### config.mk
export PLATFORM = sky130hd
export DESIGN_NAME = codec_pwr_seq
export DESIGN_NICKNAME = d
export VERILOG_FILES = /design/src/rtl/codec_pwr_seq_pkg.sv /design/src/rtl/cseq_watch.sv /design/src/rtl/cseq_chan.sv /design/src/rtl/codec_pwr_seq.sv
export SDC_FILE = /design/constraint.sdc
export NUM_CORES = 1
export LEC_CHECK = 0
export CORE_AREA = 2 2 86 88
export CTS_BUF_LIST = sky130_fd_sc_hd__clkbuf_4 sky130_fd_sc_hd__clkbuf_8
export CTS_CLUSTER_SIZE = 10
export DETAILED_ROUTE_END_ITERATION = 8
export DIE_AREA = 0 0 88 90
export DONT_BUFFER_PORTS = 1
export PLACE_DENSITY = 0.56
export RECOVER_POWER = 50
export SLEW_MARGIN = 20
export SYNTH_ARGS = -nofsm -noshare
export SYNTH_HDL_FRONTEND = slang
export SYNTH_HIERARCHICAL = 1
export SYNTH_SLANG_ARGS = --single-unit
export TNS_END_PERCENT = 100
### constraint.sdc
create_clock -name clk_i -period 2.6 [get_ports clk_i]
set_input_delay 0.13 -clock clk_i [delete_from_list [all_inputs] [get_ports clk_i]]
set_output_delay 0.13 -clock clk_i [all_outputs]
set_load 0.02 [all_outputs]
### src/rtl/codec_pwr_seq_pkg.sv
package codec_pwr_seq_pkg;
  typedef enum logic [1:0] {
    CH_OFF  = 2'd0,
    CH_STBY = 2'd1,
    CH_WAKE = 2'd2,
    CH_LIVE = 2'd3
  } ch_state_e;
endpackage

### src/rtl/cseq_watch.sv
// Activity timer: counts ticks since the last edge of lvl_i.
module cseq_watch #(
  parameter int LIMIT       = 300000,
  parameter bit LOW_ONLY    = 1'b1,
  parameter int SYNC_STAGES = 0
) (
  input  logic clk_i,
  input  logic rst_ni,
  input  logic tick_i,
  input  logic lvl_i,
  output logic rise_o,
  output logic expired_o
);
  localparam int CW = $clog2(LIMIT + 1);
  localparam logic [CW-1:0] LIM = CW'(LIMIT);

  logic [SYNC_STAGES:0] chain;
  assign chain[0] = lvl_i;

  for (genvar g = 1; g <= SYNC_STAGES; g++) begin : g_sync
    always_ff @(posedge clk_i or negedge rst_ni) begin
      if (!rst_ni) chain[g] <= 1'b0;
      else         chain[g] <= chain[g-1];
    end
  end

  logic lvl, prev_q, edge_s, cnt_en;
  logic [CW-1:0] cnt_q;

  assign lvl    = chain[SYNC_STAGES];
  assign edge_s = lvl ^ prev_q;
  assign rise_o = lvl & ~prev_q;
  assign cnt_en = LOW_ONLY ? ~lvl : 1'b1;

  always_ff @(posedge clk_i or negedge rst_ni) begin
    if (!rst_ni) begin
      prev_q <= 1'b0;
      cnt_q  <= '0;
    end else begin
      prev_q <= lvl;
      if (edge_s)                             cnt_q <= '0;
      else if (tick_i && cnt_en && cnt_q != LIM) cnt_q <= cnt_q + CW'(1);
    end
  end

  // edge in the same cycle wins over expiry
  assign expired_o = (cnt_q == LIM) && !edge_s;

  p_cnt_cap_r4: assert property (@(posedge clk_i) disable iff (!rst_ni)
    cnt_q <= LIM);
  p_no_tick_hold_r7: assert property (@(posedge clk_i) disable iff (!rst_ni)
    (!tick_i && !edge_s) |=> $stable(cnt_q));
endmodule

### src/rtl/cseq_chan.sv
// Per-direction power state machine.
module cseq_chan
  import codec_pwr_seq_pkg::*;
#(
  parameter int WAKE_FRAMES = 0
) (
  input  logic      clk_i,
  input  logic      rst_ni,
  input  logic      pd_i,
  input  logic      rise_i,
  input  logic      expired_i,
  output ch_state_e state_o
);
  localparam int FW = $clog2(WAKE_FRAMES + 2);
  localparam logic [FW-1:0] WAKE_LOAD = FW'(WAKE_FRAMES + 1);
  localparam logic [FW-1:0] ONE = FW'(1);

  ch_state_e state_q, state_d;
  logic [FW-1:0] cnt_q, cnt_d;

  always_comb begin
    state_d = state_q;
    cnt_d   = cnt_q;
    if (pd_i) begin
      state_d = CH_OFF;
    end else begin
      unique case (state_q)
        CH_OFF: begin
          state_d = CH_WAKE;
          cnt_d   = WAKE_LOAD;
        end
        CH_STBY: if (rise_i) begin
          state_d = CH_WAKE;
          cnt_d   = ONE;
        end
        CH_WAKE: begin
          if (expired_i) state_d = CH_STBY;
          else if (rise_i) begin
            if (cnt_q <= ONE) state_d = CH_LIVE;
            else              cnt_d   = cnt_q - ONE;
          end
        end
        CH_LIVE: if (expired_i) state_d = CH_STBY;
        default: state_d = CH_OFF;
      endcase
    end
  end

  always_ff @(posedge clk_i or negedge rst_ni) begin
    if (!rst_ni) begin
      state_q <= CH_OFF;
      cnt_q   <= '0;
    end else begin
      state_q <= state_d;
      cnt_q   <= cnt_d;
    end
  end

  assign state_o = state_q;

  p_live_on_rise_r8: assert property (@(posedge clk_i) disable iff (!rst_ni)
    $rose(state_q == CH_LIVE) |-> $past(rise_i));
  p_stby_exit_r8: assert property (@(posedge clk_i) disable iff (!rst_ni)
    (state_q == CH_STBY && rise_i && !pd_i) |=> state_q == CH_WAKE);
endmodule

### src/rtl/codec_pwr_seq.sv
module codec_pwr_seq
  import codec_pwr_seq_pkg::*;
#(
  parameter int STBY_TICKS      = 300000,
  parameter int CLK_LOSS_TICKS  = 20,
  parameter int TX_BLANK_FRAMES = 4,
  parameter int RX_WAKE_FRAMES  = 0,
  parameter int CLK_SYNC_STAGES = 2
) (
  input  logic clk_i,
  input  logic rst_ni,
  input  logic tick_i,
  input  logic pdn_drv_i,
  input  logic pdn_i,
  input  logic fs_tx_i,
  input  logic fs_rx_i,
  input  logic tx_mclk_i,
  input  logic rx_sig_i,
  output logic tx_act_o,
  output logic rx_act_o,
  output logic tx_oe_o,
  output logic sig_o,
  output logic sig_oe_o
);
  logic pd_req;
  logic tx_rise, tx_expired, rx_rise, rx_expired, clk_rise, tx_clk_lost;
  ch_state_e tx_st, rx_st;

  // undriven pin reads as not powered down
  assign pd_req = pdn_drv_i & ~pdn_i;

  cseq_watch #(.LIMIT(STBY_TICKS), .LOW_ONLY(1'b1), .SYNC_STAGES(0)) i_tx_watch (
    .clk_i, .rst_ni, .tick_i, .lvl_i(fs_tx_i), .rise_o(tx_rise), .expired_o(tx_expired));

  cseq_watch #(.LIMIT(STBY_TICKS), .LOW_ONLY(1'b1), .SYNC_STAGES(0)) i_rx_watch (
    .clk_i, .rst_ni, .tick_i, .lvl_i(fs_rx_i), .rise_o(rx_rise), .expired_o(rx_expired));

  cseq_watch #(.LIMIT(CLK_LOSS_TICKS), .LOW_ONLY(1'b0), .SYNC_STAGES(CLK_SYNC_STAGES)) i_clk_watch (
    .clk_i, .rst_ni, .tick_i, .lvl_i(tx_mclk_i), .rise_o(clk_rise), .expired_o(tx_clk_lost));

  cseq_chan #(.WAKE_FRAMES(TX_BLANK_FRAMES)) i_tx_chan (
    .clk_i, .rst_ni, .pd_i(pd_req), .rise_i(tx_rise), .expired_i(tx_expired), .state_o(tx_st));

  cseq_chan #(.WAKE_FRAMES(RX_WAKE_FRAMES)) i_rx_chan (
    .clk_i, .rst_ni, .pd_i(pd_req), .rise_i(rx_rise), .expired_i(rx_expired), .state_o(rx_st));

  assign tx_act_o = (tx_st == CH_WAKE) || (tx_st == CH_LIVE);
  assign rx_act_o = (rx_st == CH_WAKE) || (rx_st == CH_LIVE);
  assign tx_oe_o  = (tx_st == CH_LIVE) && !tx_clk_lost;

  always_comb begin
    sig_o    = 1'b0;
    sig_oe_o = 1'b1;
    unique case (rx_st)
      CH_LIVE: sig_o    = rx_sig_i;
      CH_STBY: sig_oe_o = (tx_st == CH_STBY);  // float only in receive-only standby
      default: ;
    endcase
  end

  p_pd_quiet_r2: assert property (@(posedge clk_i) disable iff (!rst_ni)
    pd_req |=> (!tx_act_o && !rx_act_o && !tx_oe_o && sig_oe_o && !sig_o));
  p_tx_stby_r4: assert property (@(posedge clk_i) disable iff (!rst_ni)
    (tx_expired && !pd_req) |=> !tx_act_o);
  p_rx_stby_r5: assert property (@(posedge clk_i) disable iff (!rst_ni)
    (rx_expired && !pd_req) |=> !rx_act_o);
  p_sig_float_r5: assert property (@(posedge clk_i) disable iff (!rst_ni)
    !sig_oe_o |-> (!rx_act_o && tx_act_o));
  p_oe_rise_r9: assert property (@(posedge clk_i) disable iff (!rst_ni)
    $rose(tx_oe_o) |-> ($past(tx_rise) || $past(tx_clk_lost)));
  p_clk_live_r10: assert property (@(posedge clk_i) disable iff (!rst_ni)
    clk_rise |=> !tx_clk_lost);
endmodule

==> results of run 1 <==
power by group:
group          internal [mW]  total [mW]  switching (mW)  leakage (nW)
clock network          0.293       0.562           0.268        0.0547
registers              0.906       0.987          0.0817         0.738
logic                  0.176       0.433           0.257         0.576
total                   1.38        1.98           0.607          1.37
synth_stat cells, types with 2 or more instances:
cell       instances
dfrtp_1           55
nand2_1           34
a21oi_1           29
inv_1             21
o21ai_0           20
nor2_1            19
ha_1              15
nand4_1           14
or3_1             14
xor2_1             9
mux2i_1            8
nor3_1             7
nand3_1            6
or4_1              6
xnor2_1            6
and3_1             5
nand2b_1           5
nor2b_1            5
a31oi_1            4
and4_1             4
clkbuf_1           4
o31ai_1            4
and2_1             3
and2_2             2
and4_2             2
buf_1              2
buf_2              2
nand3_2            2
nand4bb_1          2
nor4_1             2
nor4b_1            2
nor4bb_1           2
cell type report:
class                           count  area (sq um)  area share [%]
Sequential cell                    55          1380            41.5
Inverter                           21          78.8            2.37
Clock inverter                      1          30.0           0.905
Multi-Input combinational cell    245          1590            47.9
Timing Repair Buffer                5          45.0            1.36
Clock buffer                        6          76.3            2.30
Tap cell                           99           124            3.73
placed cells by master, fill, tap and decap left out, types with 9 or more instances in the layout:
cell type,netlist,layout
nand4_1,14,14
nor2_1,19,19
inv_1,21,21
nand2_1,34,34
o21ai_0,20,20
a21oi_1,29,29
xor2_1,9,9
dfrtp_1,55,55
or3_1,14,14
ha_1,15,15
worst register-to-register path: stages (launching register included):
cell	delay [ns]
dfrtp_1	0.43
inv_1	0.09
ha_1	0.14
nor4bb_1	0.26
and3_1	0.23
and3_1	0.21
inv_1	0.09
a41o_1	0.24
a32o_1	0.24
nor2_1	0.10
state kept, by name, summed over array words and instances, names as in the netlist:
signal,cells
i_clk_watch/chain,1
i_clk_watch/cnt_q,5
i_clk_watch/lvl,1
i_clk_watch/prev_q,1
i_rx_chan/state_o,2
i_rx_watch/cnt_q,19
i_rx_watch/prev_q,1
i_tx_chan/cnt_q,3
i_tx_chan/state_o,2
i_tx_watch/cnt_q,19
i_tx_watch/prev_q,1
final timing paths:
check | start | end | slack, ns | depth (start not counted)
worst min-delay path | tick_i | i_clk_watch/cnt_q[0]$_DFFE_PN0P_ | 0.02 | 2
worst max register to register | i_tx_watch/cnt_q[0]$_DFFE_PN0P_ | i_tx_chan/cnt_q[2]$_DFFE_PN0P_ | 0.51 | 9
max in group asynchronous | rst_ni | i_rx_watch/cnt_q[8]$_DFFE_PN0P_ | 1.06 | 2
worst max-delay path | i_tx_watch/cnt_q[0]$_DFFE_PN0P_ | i_tx_chan/cnt_q[2]$_DFFE_PN0P_ | 0.51 | 9
worst min register to register | i_clk_watch/chain[1]$_DFF_PN0_ | i_clk_watch/lvl$_DFF_PN0_ | 0.36 | 0
min in group asynchronous | rst_ni | i_tx_chan/cnt_q[1]$_DFFE_PN0P_ | 0.70 | 2
per-layer routing:
layer	vias up	part of all wire, %
li1	1187	-
met1	1111	52
met5	-	0
met2	27	44
met4	0	1.0
met3	7	3.3
metrics by stage:
stage / hold WS [ns] / utilization (%) / cell area (sq um) / total power, mW / setup slack, ns
after global placement: -0.164 / 45.1 / 3170 / 1.41 / 0.637
after CTS: 0.0143 / 47.6 / 3340 / 2.02 / 0.525
after detailed placement: -0.164 / 45.1 / 3170 / 1.41 / 0.556
after floorplan: -0.166 / - / 3080 / 1.32 / 0.717
final: 0.0244 / 47.3 / 3320 / 1.98 / 0.510
after global routing: 0.0370 / 47.3 / 3320 / 2.13 / 0.381
cell families after synthesis:
logic type / synth area share (%)
compound gates: 12.2
xor+xnor: 4.27
fa+ha+maj: 6.10
buf+inv: 3.62
flops: 44.7
mux: 2.60
simple gates: 26.5
==> results.py, run 1 <==
metrics = {
    "synth": {
        "yosysUniqueCellTypes": 46,
        "seq_area_frac_synth_pct": 44.7,
        "avgSynthCellArea_sq_um": 9.35,
        "yosysTopAreaCell": "dfrtp_1",
        "postSynthCellCount": 329,
        "synth_top_area_share_pct": 44.7,
        "yosysWarningCount": 6,
        "async_reset_ff_share_pct": 100,
        "synth-seq-cells": 55,
        "syn_nets": 353,
        "synth_ff_type": "dfrtp_1",
        "synth.area.top_cells": "dfrtp_1 45%, ha_1 6.1%, a21oi_1 4.7%",
        "netlist_area_sq_um": 3080,
        "synth_edf_count": 0,
    },
    "finish": {
        "final_cells": 432,
        "nFillCells": 668,
        "nets": 357,
        "area_growth_syn_to_layout_pct": 7.89,
        "drive_above_1_share_pct": 5.41,
        "diodes": 0,
    },
    "clocking": {
        "clkSlewWorstSetupHoldPaths_ns": 0.10,
        "cts_tree": "built",
        "ctsResizeCount": 0,
        "cts_hold_buf": 5,
        "clockRootBuffer": "clkbuf_8",
        "cts_setup_buffers": 0,
        "clock_path_buffers": 2,
        "clock_sinks": 55,
        "h-tree-depth": 2,
        "clk_latency_ns": 0.31,
        "cts_made_buffers": 5,
    },
    "place": {
        "dp_hpwl_microns": 4160,
        "dpl.cell_count": 420,
        "portBuffers": 0,
        "gp_congestion": 0.783,
    },
    "grt": {
        "grt_pass1_wl_microns": 10400,
        "gr-usage-met3_pct": 3.49,
        "busiest_layer": "met2",
        "grtUsageMet2_pct": 25.0,
        "track_usage_pct": 16.2,
        "grt_pass1_vias": 2203,
        "grt-ovfl-total": 0,
        "antenna_found_initial": 0,
        "grt_start_max_net_pins": 56,
        "met1_usage_pct": 23.2,
    },
    "worst_setup_path": {
        "critical_path.cell_chain": "inv_1, ha_1, nor4bb_1, and3_1, and3_1, inv_1, a41o_1, a32o_1, nor2_1",
        "crit_slowest_cell": "dfrtp_1",
        "cp_top_family": "simple AND/OR/NAND/NOR gates",
        "crit_required_ns": 2.84,
        "endpoint_kind": "flop",
        "cp-start-kind": "flop",
        "critPathArrivalTime_ns": 2.33,
        "critical_path_buf_inv_count": 2,
        "path_max_fanout": 4,
        "crit_type": "reg2reg",
        "cp_slowest_stage_delay_ns": 0.43,
    },
    "die": {
        "num_io_pins": 14,
        "start_util_pct": 43.8,
        "num_rows": 31,
        "fp.dieW_microns": 88,
        "die_area_sq_um": 7920,
        "core_sq_um": 7020,
        "dieHeight_microns": 90,
    },
    "detailed_routing": {
        "vias": 2332,
        "drtIter0Drc": 102,
        "wl_per_cell_microns": 13.9,
        "vias_per_cell": 5.40,
        "first_pass_iters": 4,
        "drcViolationCount": 0,
        "postRouteAntennaNets": 0,
        "finalWirelength_microns": 5990,
    },
    "run_status": {
        "status": "finished clean",
    },
    "sta": {
        "finClkSkew_ns": 0.00561,
        "period_share_pct": 80.4,
        "timing_hold_violations_final": 0,
        "fin_setup_tns_ns": 0,
        "max_freq_mhz": 478,
        "final_max_slew_viol_count": 0,
        "tightest_slew_ns": 1.40,
        "period_minus_slack_ns": 2.09,
        "setup_viol": 0,
        "rsz0062_at_grt": "no",
        "max_slew_margin_pct": 6.88,
    },
    "flow_run": {
        "maxCapViolations": 0,
    },
    "hold_path": {
        "hp-class": "in2reg",
    },
    "power": {
        "leakagePower_nw": 1.37,
        "ir_drop_uv": 231,
        "powerDensity_nw_per_um2": 597,
    },
}
(Power assumes the default switching activity.)
==> run 2, diff against run 1 <==
--- a/config.mk
+++ b/config.mk
@@ -11,7 +11,7 @@
 export DETAILED_ROUTE_END_ITERATION = 8
 export DIE_AREA = 0 0 88 90
 export DONT_BUFFER_PORTS = 1
-export PLACE_DENSITY = 0.56
+export PLACE_DENSITY = 0.58
 export RECOVER_POWER = 50
 export SLEW_MARGIN = 20
 export SYNTH_ARGS = -nofsm -noshare
==> constraint.sdc (replaced) <==
create_clock -name clk_i -period 1.7 [get_ports clk_i]
set_input_delay 0.085 -clock clk_i [delete_from_list [all_inputs] [get_ports clk_i]]
set_output_delay 0.085 -clock clk_i [all_outputs]
set_load 0.02 [all_outputs]
==> run 2 against run 1 <==
The run now ends with setup timing left. Critical path type unchanged. Largest cell class unchanged. Wire length increased by 14%. Via count grew 12%. First-iteration DRC count shrank 24%. Largest power group unchanged. Clock power increased by 31%. Sequential share of layout area shrank 6.7 points. Final area grew 20%. Utilization is 9.3 points higher. Flip-flop and latch count did not move. Clock-buffer cell count unchanged. Non-clock buffer count is 62 higher.
==> results.py, run 2 (same netlist as run 1, synthesis figures left out) <==
metrics = {
    "run_status": {
        "status": "finished, violations left",
        "violations": "setup timing",
    },
    "clocking": {
        "clkSlewWorstSetupHoldPaths_ns": 0.10,
        "clock_path_buffers": 2,
        "cts_tree": "built",
        "h-tree-depth": 2,
        "cts_made_buffers": 5,
        "clockRootBuffer": "clkbuf_8",
        "clock_sinks": 55,
        "clk_latency_ns": 0.30,
    },
    "grt": {
        "track_usage_pct": 17.3,
        "grt_pass1_vias": 2448,
        "grt_pass1_wl_microns": 11100,
        "grt_start_max_net_pins": 56,
        "grt-ovfl-total": 0,
        "antenna_found_initial": 0,
    },
    "worst_setup_path": {
        "path_max_fanout": 3,
        "r2r-start": "i_tx_watch/cnt_q[0]$_DFFE_PN0P_",
        "crit_type": "reg2reg",
        "endpoint_kind": "flop",
        "reg2reg_to": "i_tx_chan/state_o[0]$_DFFE_PN0P_",
        "startpoint": "i_tx_watch/cnt_q[0]$_DFFE_PN0P_",
        "crit_required_ns": 1.93,
        "r2r_slack_ns": -0.16,
        "cp-start-kind": "flop",
        "reg2reg_depth": 10,
        "critPathArrivalTime_ns": 2.09,
        "crit_path_end": "i_tx_chan/state_o[0]$_DFFE_PN0P_",
    },
    "sta": {
        "rsz0062_at_grt": "yes",
        "timing_hold_violations_final": 0,
        "worst_slack_ns": -0.162,
        "setup_viol": 6,
        "period_share_pct": 110,
        "tightest_slew_ns": 1.23,
        "final_max_slew_viol_count": 0,
        "period_minus_slack_ns": 1.86,
        "fin_setup_tns_ns": -0.644,
        "finClkSkew_ns": 0.0137,
        "max_slew_margin_pct": 17.9,
        "max_freq_mhz": 537,
    },
    "detailed_routing": {
        "vias_per_cell": 5.30,
        "wl_per_cell_microns": 13.8,
        "finalWirelength_microns": 6810,
        "postRouteAntennaNets": 0,
        "vias": 2617,
        "drcViolationCount": 0,
        "drtIter0Drc": 78,
        "first_pass_iters": 4,
    },
    "power": {
        "ir_drop_uv": 370,
        "leakagePower_nw": 1.68,
        "powerDensity_nw_per_um2": 767,
    },
    "finish": {
        "layout_commonest_cell": "buf_4",
        "diodes": 0,
        "drive_above_1_share_pct": 29.1,
        "multi_input_area_sq_um": 1770,
        "reg_top3": "i_rx_watch/cnt_q (19), i_tx_watch/cnt_q (19), i_clk_watch/cnt_q (5)",
        "seqCellArea_sq_um": 1380,
        "nFillCells": 618,
        "mostFrequentLayoutCells": "57 x buf_4, 52 x dfrtp_1, 33 x nand2_1",
        "nets": 419,
        "fin_area_sq_um": 3970,
        "area_growth_syn_to_layout_pct": 29.0,
    },
    "die": {
        "dieHeight_microns": 90,
        "start_util_pct": 43.8,
        "fp.dieW_microns": 88,
        "num_io_pins": 14,
        "die_area_sq_um": 7920,
        "core_sq_um": 7020,
        "num_rows": 31,
    },
    "place": {
        "post_dp_cell_area_sq_um": 3590,
        "dp_hpwl_microns": 4720,
        "gp_congestion": 0.822,
        "portBuffers": 0,
    },
    "flow_run": {
        "maxCapViolations": 0,
    },
    "hold_path": {
        "hp-class": "in2reg",
    },
}
==> run 2: changes by cell type in the layout (fill, tap and decap cells not counted), sizes merged <==
cell         previous run  this run
buf                     0        62
bufinv                  1         0
clkbuf                  7         6
clkinv                  0         1
dlygate4sd3             4         5
==> run 2: stage by stage <==
step                      hold WS, ns  setup WS, ns  utilization [%]  total power, mW  cells
final                          0.0189        -0.162             56.5             3.05    494
after global routing           0.0154        -0.250             56.5             3.24    494
after CTS                     0.00386        -0.153             54.4             3.05    489
after detailed placement       -0.209        -0.145             51.1             2.22    474
after global placement         -0.210        -0.114             51.1             2.21    474
after floorplan                -0.211       -0.0552                -             2.03    329
==> run 2: area by class of cell <==
type	instances	share of cell area (%)
clock buffers	6	2.08
clock inverters	1	0.126
inverters	21	1.99
multi-input cells	245	44.6
flip-flops and latches	55	34.8
well taps	99	3.12
repair buffers	67	13.3
==> run 2: critical path, stage by stage (launching register included) <==
cell	delay, ns
dfrtp_1	0.42
inv_2	0.07
ha_2	0.15
nor4bb_2	0.19
and3_1	0.22
and3_4	0.21
inv_2	0.05
buf_4	0.13
a21oi_2	0.12
a21oi_2	0.07
nor3_2	0.16
==> run 2: report_power, final <==
group	leakage, nW	total [mW]	internal [mW]	switching (mW)
Sequential	0.733	1.47	1.39	0.0819
Clock	0.0470	0.735	0.321	0.413
Combinational	0.900	0.843	0.361	0.482
==> run 2: worst min-delay path by stage <==
stage | from | to | slack (ns) | cells after the start
global placement | rst_ni | i_clk_watch/prev_q$_DFF_PN0_ | -0.21 | 0
CTS | pdn_i | i_rx_chan/state_o[0]$_DFFE_PN0P_ | 0.004 | 2
global route | pdn_i | i_rx_chan/state_o[0]$_DFFE_PN0P_ | 0.02 | 2
floorplan | rst_ni | i_clk_watch/chain[1]$_DFF_PN0_ | -0.21 | 0
detailed placement | rst_ni | i_clk_watch/prev_q$_DFF_PN0_ | -0.21 | 0
finish | pdn_i | i_rx_chan/state_o[0]$_DFFE_PN0P_ | 0.02 | 2
==> run 2: timing repair <==
item | 4_1_cts | 5_1_grt
pin swaps | 16 | 18
hold buffers | 6 | 0
resized for setup | 11 | 37
hold endpoints to repair | 61 | 0
setup buffers | 3 | 6
setup endpoints to repair | 20 | 24
==> run 2: routing by layer <==
| layer | share of wire [%] | global-route usage, % | routed length, microns |
|---|---|---|---|
| met5 | 0 | 0 | 0 |
| met4 | 1.8 | 6.54 | 125 |
| met1 | 50 | 25.0 | 3370 |
| met2 | 47 | 25.9 | 3190 |
| met3 | 1.8 | 2.48 | 122 |
==> run 3, diff against run 2 <==
--- a/config.mk
+++ b/config.mk
@@ -12,7 +12,6 @@
 export DIE_AREA = 0 0 88 90
 export DONT_BUFFER_PORTS = 1
 export PLACE_DENSITY = 0.58
-export RECOVER_POWER = 50
 export SLEW_MARGIN = 20
 export SYNTH_ARGS = -nofsm -noshare
 export SYNTH_HDL_FRONTEND = slang
==> run 3 against run 2 <==
Largest power group unchanged. Largest cell class unchanged. Maximum frequency about the same. Clock-buffer cell count unchanged. Sequential share of layout area down 0.20 points. The flow still finishes with violations (setup timing).
==> results.py, run 3 (same netlist as run 1, synthesis figures left out) <==
metrics = {
    "die": {
        "dieHeight_microns": 90,
        "die_area_sq_um": 7920,
        "core_sq_um": 7020,
        "start_util_pct": 43.8,
        "num_rows": 31,
        "num_io_pins": 14,
        "fp.dieW_microns": 88,
    },
    "sta": {
        "period_share_pct": 110,
        "max_slew_margin_pct": 72.1,
        "timing_hold_violations_final": 0,
        "finClkSkew_ns": 0.0138,
        "period_minus_slack_ns": 1.86,
        "tightest_slew_ns": 0.418,
        "final_max_slew_viol_count": 0,
        "hold_slack_ns": 0.0188,
        "worst_slack_ns": -0.162,
        "fin_setup_tns_ns": -0.645,
        "setup_viol": 6,
        "rsz0062_at_grt": "yes",
        "max_freq_mhz": 537,
    },
    "worst_setup_path": {
        "r2r_slack_ns": -0.16,
        "crit_slowest_cell": "dfrtp_1",
        "r2r-start": "i_tx_watch/cnt_q[0]$_DFFE_PN0P_",
        "crit_required_ns": 1.93,
        "cp-start-kind": "flop",
        "crit_type": "reg2reg",
        "reg2reg_to": "i_tx_chan/state_o[0]$_DFFE_PN0P_",
        "cp_slowest_stage_delay_ns": 0.42,
        "path_max_fanout": 3,
        "critical_path.cell_chain": "inv_2, ha_2, nor4bb_2, and3_1, and3_4, inv_2, buf_4, a21oi_2, a21oi_2, nor3_2",
        "critical_path_buf_inv_count": 3,
        "cp_top_family": "simple AND/OR/NAND/NOR gates",
        "endpoint_kind": "flop",
        "critPathArrivalTime_ns": 2.09,
        "reg2reg_depth": 10,
    },
    "grt": {
        "grt_pass1_wl_microns": 11100,
        "grtUsageMet2_pct": 25.9,
        "antenna_found_initial": 0,
        "met1_usage_pct": 25.0,
        "grt_pass1_vias": 2448,
        "gr-usage-met3_pct": 2.48,
        "grt_start_max_net_pins": 56,
        "track_usage_pct": 17.3,
        "busiest_layer": "met2",
        "grt-ovfl-total": 0,
    },
    "clocking": {
        "clock_sinks": 55,
        "clockRootBuffer": "clkbuf_8",
        "clk_latency_ns": 0.30,
        "clock_path_buffers": 2,
        "h-tree-depth": 2,
        "cts_made_buffers": 5,
        "clkSlewWorstSetupHoldPaths_ns": 0.10,
        "cts_tree": "built",
    },
    "power": {
        "powerDensity_nw_per_um2": 764,
        "ir_drop_uv": 370,
        "power_mw": 3.05,
        "leakagePower_nw": 1.69,
    },
    "hold_path": {
        "min_from": "pdn_i",
        "hold_path_end": "i_rx_chan/state_o[0]$_DFFE_PN0P_",
        "hp-class": "in2reg",
        "min_delay_path_depth": 2,
    },
    "finish": {
        "layout_commonest_cell": "buf_4",
        "nets": 419,
        "fin_area_sq_um": 3990,
        "diodes": 0,
        "nFillCells": 615,
        "area_growth_syn_to_layout_pct": 29.8,
        "drive_above_1_share_pct": 29.1,
        "mostFrequentLayoutCells": "57 x buf_4, 52 x dfrtp_1, 33 x nand2_1",
        "reg_top3": "i_rx_watch/cnt_q (19), i_tx_watch/cnt_q (19), i_clk_watch/cnt_q (5)",
    },
    "run_status": {
        "status": "finished, violations left",
        "violations": "setup timing",
    },
    "detailed_routing": {
        "postRouteAntennaNets": 0,
        "vias": 2619,
        "finalWirelength_microns": 6800,
        "drcViolationCount": 0,
        "wl_per_cell_microns": 13.8,
        "first_pass_iters": 4,
        "drtIter0Drc": 78,
        "vias_per_cell": 5.30,
    },
    "place": {
        "place_ws_ns": -0.145,
        "gp_congestion": 0.822,
        "post_dp_cell_area_sq_um": 3590,
        "portBuffers": 0,
        "dp_hpwl_microns": 4720,
    },
    "flow_run": {
        "maxCapViolations": 0,
    },
}
## run 3: worst register-to-register path, cell delays in order, from the launching register on
cell and delay [ns]:
dfrtp_1 0.42, inv_2 0.07, ha_2 0.15, nor4bb_2 0.19
and3_1 0.22, and3_4 0.21, inv_2 0.05, buf_4 0.13
a21oi_2 0.13, a21oi_2 0.07, nor3_2 0.16
## run 3: repair_timing
| item | CTS | global route |
|---|---|---|
| endpoints found under the hold margin | 61 | 0 |
| buffers inserted | 3 | 6 |
| pin swaps | 16 | 18 |
| hold buffers | 6 | 0 |
| gates resized for setup | 11 | 37 |
| setup endpoints to repair | 20 | 24 |
## run 3: cell type report
type | instances | area, sq um | area share, %
Inverter | 21 | 78.8 | 1.97
Multi-Input combinational cell | 245 | 1770 | 44.4
Tap cell | 99 | 124 | 3.10
Sequential cell | 55 | 1380 | 34.6
Timing Repair Buffer | 67 | 551 | 13.8
Clock buffer | 6 | 82.6 | 2.07
Clock inverter | 1 | 5.00 | 0.125
## run 3: metrics by stage
stage               util [%]  cells
finish                  56.9    494
global route            56.9    494
CTS                     54.4    489
detailed placement      51.1    474
global placement        51.1    474
floorplan                  -    329
## run 3: power breakdown
part           switching (mW)  total [mW]  internal [mW]
registers              0.0820        1.47           1.39
clock network           0.413       0.735          0.321
logic                   0.483       0.850          0.367
total                   0.979        3.05           2.07
## run 3: worst max path at each step
stage	depth (start not counted)	endpoint	from	slack, ns
floorplan	9	i_tx_chan/cnt_q[2]$_DFFE_PN0P_	i_tx_watch/cnt_q[0]$_DFFE_PN0P_	-0.06
global placement	6	i_tx_watch/cnt_q[18]$_DFFE_PN0P_	i_tx_watch/cnt_q[1]$_DFFE_PN0P_	-0.11
detailed placement	9	i_tx_chan/cnt_q[2]$_DFFE_PN0P_	i_tx_watch/cnt_q[0]$_DFFE_PN0P_	-0.15
CTS	9	i_tx_chan/cnt_q[2]$_DFFE_PN0P_	i_tx_watch/cnt_q[1]$_DFFE_PN0P_	-0.15
global route	9	i_tx_chan/cnt_q[2]$_DFFE_PN0P_	i_tx_watch/cnt_q[1]$_DFFE_PN0P_	-0.25
finish	10	i_tx_chan/state_o[0]$_DFFE_PN0P_	i_tx_watch/cnt_q[0]$_DFFE_PN0P_	-0.16
## run 3: per-layer routing
metal  vias up  part of all wire (%)
met5         -                     0
met4         0                   1.8
met3         9                   1.6
met2        24                    47
met1      1270                    50
li1       1316                     -
